[src/rtl/flash_seq_pkg.sv]
package flash_seq_pkg;

    localparam int NUM_BLK       = 16;
    localparam int BLK_W         = 4;
    localparam int NUM_GRP       = 8;
    localparam int STAT_BUSY_BIT = 7;
    localparam int STAT_ERR_BIT  = 5;

    typedef enum logic [2:0] {
        ST_READ,
        ST_PROG,
        ST_ERASE,
        ST_SUSP,
        ST_SHORT,
        ST_ERR,
        ST_RECOV,
        ST_HWRST
    } seq_state_t;

endpackage

[src/rtl/flash_mem_array.sv]
module flash_mem_array #(
    parameter int ADDR_W = 8,
    parameter int DATA_W = 8,
    parameter int BLK_W  = 4
) (
    input  logic              clk,
    input  logic              rst_n,
    input  logic              prog_we,
    input  logic [ADDR_W-1:0] prog_addr,
    input  logic [DATA_W-1:0] prog_data,
    input  logic              erase_we,
    input  logic [BLK_W-1:0]  erase_blk,
    input  logic [ADDR_W-1:0] rd_addr,
    output logic [DATA_W-1:0] rd_data
);

    localparam int DEPTH   = 1 << ADDR_W;
    localparam int BLK_SH  = ADDR_W - BLK_W;

    logic [DATA_W-1:0] mem [DEPTH];

    always_ff @(posedge clk) begin
        for (int i = 0; i < DEPTH; i++) begin
            if (!rst_n) begin
                mem[i] <= '1;
            end else if (erase_we && erase_blk == BLK_W'(i >> BLK_SH)) begin
                mem[i] <= '1;
            end else if (prog_we && prog_addr == ADDR_W'(i)) begin
                mem[i] <= mem[i] & prog_data;
            end
        end
    end

    assign rd_data = mem[rd_addr];

endmodule

[src/rtl/flash_lowbit.sv]
module flash_lowbit #(
    parameter int N = 16,
    parameter int W = 4
) (
    input  logic [N-1:0] mask,
    output logic [W-1:0] idx,
    output logic         any
);

    always_comb begin
        idx = '0;
        for (int i = N - 1; i >= 0; i--) begin
            if (mask[i]) idx = W'(i);
        end
    end

    assign any = |mask;

endmodule

[src/rtl/flash_op_seq.sv]
module flash_op_seq
    import flash_seq_pkg::*;
#(
    parameter int ADDR_W       = 8,
    parameter int DATA_W       = 8,
    parameter int PROG_CYCLES  = 4,
    parameter int ERASE_CYCLES = 6,
    parameter int SHORT_CYCLES = 3,
    parameter int RECOV_CYCLES = 5,
    parameter int RESET_CYCLES = 2
) (
    input  logic               clk,
    input  logic               rst_n,
    input  logic               hw_reset,
    input  logic               start_prog,
    input  logic               start_chip_erase,
    input  logic               start_blk_erase,
    input  logic [15:0]        blk_sel,
    input  logic               cmd_reset,
    input  logic               cmd_suspend,
    input  logic               cmd_resume,
    input  logic               err_inject,
    input  logic [ADDR_W-1:0]  op_addr,
    input  logic [DATA_W-1:0]  op_data,
    input  logic [7:0]         prot_grp,
    input  logic [ADDR_W-1:0]  rd_addr,
    output logic [DATA_W-1:0]  rd_data,
    output logic               busy_n
);

    localparam int MAX_A  = (PROG_CYCLES > ERASE_CYCLES) ? PROG_CYCLES : ERASE_CYCLES;
    localparam int MAX_B  = (SHORT_CYCLES > RECOV_CYCLES) ? SHORT_CYCLES : RECOV_CYCLES;
    localparam int MAX_C  = (MAX_A > MAX_B) ? MAX_A : MAX_B;
    localparam int MAX_CY = (MAX_C > RESET_CYCLES) ? MAX_C : RESET_CYCLES;
    localparam int CNT_W  = $clog2(MAX_CY + 1);

    seq_state_t         state, state_n;
    logic [CNT_W-1:0]   cnt, cnt_n, cnt_lim;
    logic [NUM_BLK-1:0] pend, pend_n, eff, blk_prot, cur_bit;
    logic [ADDR_W-1:0]  lat_addr, addr_n;
    logic [DATA_W-1:0]  lat_data, data_n;
    logic [BLK_W-1:0]   cur_idx;
    logic               cur_any, cnt_done;
    logic               prog_we, erase_we, read_mode;
    logic [DATA_W-1:0]  arr_rd, status;

    // Expand pair protection to per-block flags
    for (genvar b = 0; b < NUM_BLK; b++) begin : g_prot
        assign blk_prot[b] = prot_grp[b / 2];
    end

    flash_lowbit #(.N(NUM_BLK), .W(BLK_W)) u_lowbit (
        .mask (pend),
        .idx  (cur_idx),
        .any  (cur_any)
    );

    assign cur_bit = NUM_BLK'(1) << cur_idx;

    flash_mem_array #(.ADDR_W(ADDR_W), .DATA_W(DATA_W), .BLK_W(BLK_W)) u_array (
        .clk       (clk),
        .rst_n     (rst_n),
        .prog_we   (prog_we),
        .prog_addr (lat_addr),
        .prog_data (lat_data),
        .erase_we  (erase_we),
        .erase_blk (cur_idx),
        .rd_addr   (rd_addr),
        .rd_data   (arr_rd)
    );

    always_comb begin
        unique case (state)
            ST_PROG:  cnt_lim = CNT_W'(PROG_CYCLES);
            ST_ERASE: cnt_lim = CNT_W'(ERASE_CYCLES);
            ST_SHORT: cnt_lim = CNT_W'(SHORT_CYCLES);
            ST_RECOV: cnt_lim = CNT_W'(RECOV_CYCLES);
            ST_HWRST: cnt_lim = CNT_W'(RESET_CYCLES);
            default:  cnt_lim = CNT_W'(1);
        endcase
    end

    assign cnt_done = (cnt == cnt_lim - CNT_W'(1));

    // Next-state logic
    always_comb begin
        state_n = state;
        cnt_n   = cnt;
        pend_n  = pend;
        addr_n  = lat_addr;
        data_n  = lat_data;
        eff     = '0;
        if (hw_reset) begin
            state_n = ST_HWRST;
            cnt_n   = '0;
            pend_n  = '0;
        end else begin
            unique case (state)
                ST_READ: begin
                    if (start_prog) begin
                        if (!blk_prot[op_addr[ADDR_W-1 -: BLK_W]]) begin
                            state_n = ST_PROG;
                            cnt_n   = '0;
                            addr_n  = op_addr;
                            data_n  = op_data;
                        end
                    end else if (start_chip_erase || start_blk_erase) begin
                        eff   = start_chip_erase ? ~blk_prot : (blk_sel & ~blk_prot);
                        cnt_n = '0;
                        if (eff == '0) begin
                            state_n = ST_SHORT;
                        end else begin
                            state_n = ST_ERASE;
                            pend_n  = eff;
                        end
                    end
                end
                ST_PROG: begin
                    if (err_inject)    state_n = ST_ERR;
                    else if (cnt_done) state_n = ST_READ;
                    else               cnt_n   = cnt + CNT_W'(1);
                end
                ST_ERASE: begin
                    if (err_inject) begin
                        state_n = ST_ERR;
                        pend_n  = '0;
                    end else if (cmd_suspend) begin
                        state_n = ST_SUSP;
                    end else if (cnt_done) begin
                        cnt_n  = '0;
                        pend_n = pend & ~cur_bit;
                        if ((pend & ~cur_bit) == '0) state_n = ST_READ;
                    end else begin
                        cnt_n = cnt + CNT_W'(1);
                    end
                end
                ST_SUSP: begin
                    if (cmd_resume && cur_any) state_n = ST_ERASE;
                end
                ST_SHORT, ST_RECOV, ST_HWRST: begin
                    if (cnt_done) state_n = ST_READ;
                    else          cnt_n   = cnt + CNT_W'(1);
                end
                ST_ERR: begin
                    if (cmd_reset) begin
                        state_n = ST_RECOV;
                        cnt_n   = '0;
                    end
                end
                default: state_n = ST_READ;
            endcase
        end
    end

    // State register
    always_ff @(posedge clk) begin
        if (!rst_n) begin
            state    <= ST_READ;
            cnt      <= '0;
            pend     <= '0;
            lat_addr <= '0;
            lat_data <= '1;
        end else begin
            state    <= state_n;
            cnt      <= cnt_n;
            pend     <= pend_n;
            lat_addr <= addr_n;
            lat_data <= data_n;
        end
    end

    // Outputs
    always_comb begin
        read_mode = (state == ST_READ) || (state == ST_SUSP);
        busy_n    = read_mode;
        status    = '0;
        status[STAT_BUSY_BIT] = 1'b1;
        status[STAT_ERR_BIT]  = (state == ST_ERR);
        rd_data   = read_mode ? arr_rd : status;
        prog_we   = (state == ST_PROG) && cnt_done && !hw_reset && !err_inject;
        erase_we  = (state == ST_ERASE) && cnt_done && !hw_reset && !err_inject
                    && !cmd_suspend;
    end

endmodule

[config.mk]
export PLATFORM = sky130hd
export DESIGN_NAME = flash_op_seq
export DESIGN_NICKNAME = d
export VERILOG_FILES = /design/src/rtl/flash_seq_pkg.sv /design/src/rtl/flash_mem_array.sv /design/src/rtl/flash_lowbit.sv /design/src/rtl/flash_op_seq.sv
export SDC_FILE = /design/constraint.sdc
export NUM_CORES = 2
export LEC_CHECK = 0
export BUFFER_PORTS_ARGS = -buffer_cell sky130_fd_sc_hd__buf_2
export CORE_MARGIN = 8
export CORE_UTILIZATION = 50
export CTS_BUF_LIST = sky130_fd_sc_hd__clkbuf_16
export CTS_CLUSTER_SIZE = 8
export DETAILED_ROUTE_END_ITERATION = 7
export GPL_ROUTABILITY_DRIVEN = 0
export PLACE_DENSITY = 0.65
export SYNTH_ARGS = -nofsm -noshare
export SYNTH_HDL_FRONTEND = slang
export SYNTH_SLANG_ARGS = --single-unit
[constraint.sdc]
create_clock -name clk -period 9.8 [get_ports clk]
set_clock_uncertainty 0.05 [all_clocks]
set_input_delay 1.96 -clock clk [delete_from_list [all_inputs] [get_ports clk]]
set_output_delay 1.96 -clock clk [all_outputs]
set_load 0.01 [all_outputs]
==> metrics.yaml <==
final_cell_count_no_fill: 11212
crit_path_top_delay_cell: "a21boi_0"
final_util_pct: 55.7
worst_pin_slew_ns: 1.44
r2r_slack_ns: 3.64
cts_hold_buf: 0
clk_pin_slew_worst_paths_ns: 0.04
ir_drop_mv: 0.188
htree_levels: 5
fin_tns_setup_ns: 0
antenna_found_initial: 13
synth-seq-area-share_pct: 61.7
grt_overflow: 0
synth_top_area_share_pct: 60.9
timing.rr.end: "u_array.mem[125][1]"
use_met1_pct: 39.3
setup_slack_ns: 1.54
grt_pass1_vias: 68686
rows: 165
cts-buffers-inserted: 311
path_cells: "buf_8 > buf_12 > mux4_2 > mux4_2 > a22oi_1 > nand3_1 > a21boi_0 > o21ai_0 > buf_2"
via_count: 71364
setup_viol: 0
grt_pass1_wl_um: 458000
synth_most_common_cell: "nand2_1"
fin_total_pwr_mw: 20.6
first_pass_iters: 8
initial_utilization_pct: 50.1
multi_input_area_um2: 36500
crit_start: "rd_addr[0]"
hp-class: "flop to flop"
worstSetupPathType: "input port to output pin"
numPortBuffers: 66
timing_max_transition_violations_final: 0
netlist_area_um2: 101000
seq_area_um2: 62300
synthTopCellsByCount: "nand2_1 (4154), edfxtp_1 (2048), mux4_2 (602)"
ant_nets: 0
dp_slack_ns: 1.52
grt_use_met3_pct: 6.64
synth_edf_count: 2048
io_pins: 67
synthCells: 8470
cp_max_fo: 69
hold_violations: 0
relSlewSlack_pct: 3.26
cts_resized: 0
root_buffer: "clkbuf_16"
start_kind: "input port"
path_common_cell: "mux4_2"
synth-async-reset-ratio_pct: 0
crit-reg2reg-launch: "state[0]"
period_share_pct: 84.3
yosysUniqueCellTypes: 73
status: "finished, final reports clean"
n_fill_cell: 16455
nets: 8538
dieWidth_um: 465
track_usage_pct: 27.9
synthAdderAreaFrac_pct: 0.0347
placed_area_um2: 104000
drive_above_1_share_pct: 16.7
rsz0062_at_grt: "false"
synth-compound-area-share_pct: 3.29
die_h_um: 465
synth_top_cell_by_area: "edfxtp_1"
setup.worst_path.end_class: "output pin"
synth_xor_area_share_pct: 0.0347
crit_required_ns: 7.79
p_per_area_nw_per_um2: 183
drcViolationCount: 0
fin_hold_ws_ns: 0.491
use_met2_pct: 42.1
cpPeakStageDelay_ns: 0.70
netlist_top_cells_area: "edfxtp_1 (61%), nand2_1 (15%), mux4_2 (13%), o21ai_0 (1.6%), clkbuf_1 (1.4%)"
synth_warnings: 0
cts_buffer_depth: 4
synth_seq_cells: 2086
syn_nets: 8530
post-place-cells: 10836
wirelength_um: 309000
grt.busiest_layer: "met2"
post-cts-setup-buffers: 0
period_needed_ns: 8.26
insertion_delay_ns: 0.93
wl_per_cell_um: 27.5
maxCapViolations: 0
drt-vias-per-instance: 6.36
syn_to_final_growth_pct: 11.2
grt_start_max_net_pins: 150
drtIter0Drc: 10800
p_leak_nw: 40.2
synthSimpleGateAreaFrac_pct: 18.6
crit_arrival_ns: 6.25
synthFlopType: "edfxtp_1"
synth_area_per_cell_um2: 11.9
worstRegToRegCells: 12
max_freq_mhz: 121
cts_tree: "done"
synth_top_family_by_area: "simple AND/OR/NAND/NOR gates"
dieArea_um2: 216000
dp_hpwl_um: 198000
clkSinkCount: 2086
endpoint: "rd_data[7]"
fp.coreArea_um2: 201000
stdcell_area_um2: 112000
synth_mux_area_share_pct: 14.1
registers in the layout, summed over array words and instances, names as in the netlist:
name / cells
lat_addr: 8
cnt: 3
u_array.mem: 2048
state: 3
lat_data: 8
pend: 16
kinds of logic (layout without fill, tap and decap cells):
| logic type | count (synthesis) | in the layout |
|---|---|---|
| AND/OR/NAND/NOR | 4606 | 4606 |
| flip-flops | 2086 | 2086 |
| multiplexers | 667 | 667 |
| AO/OA/AOI/OAI | 555 | 555 |
| buffers and inverters | 549 | 615 |
| XOR/XNOR | 4 | 4 |
| adder cells (fa/ha/maj) | 3 | 3 |
| other | 0 | 4 |
routing by layer:
metal | up-vias | share of wire [%] | wire [um]
li1 | 29993 | - | -
met1 | 35445 | 38 | 118000
met5 | - | 0.0075 | 23
met2 | 5188 | 45 | 138000
met4 | 4 | 4.5 | 14000
met3 | 734 | 13 | 39100
layout by cell type (no fill, tap or decap), types with 4 or more instances in the layout:
master     netlist  routed
a31oi_1         12      10
a21boi_0         5       5
buf_12           0      14
o21ai_0        323     319
nor2_1         118     113
and2_1           4       4
nand3_2          7       9
o311a_1          7       7
nor3_1          25      24
a21oi_1         51      51
o21a_1          13      13
dfxtp_4          0       8
o2111ai_1        6       6
dfxtp_1         38      30
a2111oi_0        6       6
diode_2          0       4
nand2_4          0       9
o21ai_1          0       4
a221oi_1        12      12
a22oi_1         40      40
nand2_1       4154    4142
mux2i_1         60      60
nor2_2          87      88
clkbuf_16        0     319
o211ai_1        17      17
nor2b_1         18      17
inv_6            0       4
buf_4           21     145
inv_1           14      58
mux2_2           5       5
nand2b_1         6       6
edfxtp_1      2048    2048
a22o_1          18      18
a211oi_1         9       9
nand4_1         19      19
nor2_4         124     128
nand3_1         21      19
mux4_2         602     602
buf_2           75      63
a21o_1          11      11
report_power, final:
part / internal (mW) / switching, mW / leakage, nW / total (mW)
combinational: 0.351 / 0.920 / 21.8 / 1.27
clock: 5.70 / 3.74 / 4.20 / 9.44
sequential: 9.79 / 0.0566 / 14.2 / 9.85
total: 15.8 / 4.72 / 40.2 / 20.6
final cells by class:
cell class / instances / share of cell area (%)
Tap cell: 2672 / 2.98
Multi-Input combinational cell: 5835 / 32.6
Antenna cell: 4 / 0.00892
Timing Repair Buffer: 226 / 1.55
Clock inverter: 52 / 0.216
Inverter: 18 / 0.0669
Sequential cell: 2086 / 55.5
Clock buffer: 319 / 7.11
how the worst min path moves through the flow:
stage          slack [ns]  cells past startpoint                start                  end
2_1_floorplan        0.43                      2             pend[14]             pend[14]
3_3_place_gp         0.47                      2             pend[14]             pend[14]
3_5_place_dp         0.48                      2  u_array.mem[242][7]  u_array.mem[242][7]
4_1_cts              0.50                      2               cnt[0]               cnt[0]
5_1_grt              0.51                      2   u_array.mem[11][2]   u_array.mem[11][2]
6_report             0.49                      2             pend[11]             pend[11]
critical path: cells and delay by family:
family | cells | cell delay [ns]
AOI/OAI and AO/OA | 3 | 1.54
and+or+nand+nor | 1 | 0.18
buffers and inverters | 3 | 1.27
muxes | 2 | 1.05
Note: power is estimated with default switching activity, not from simulation.
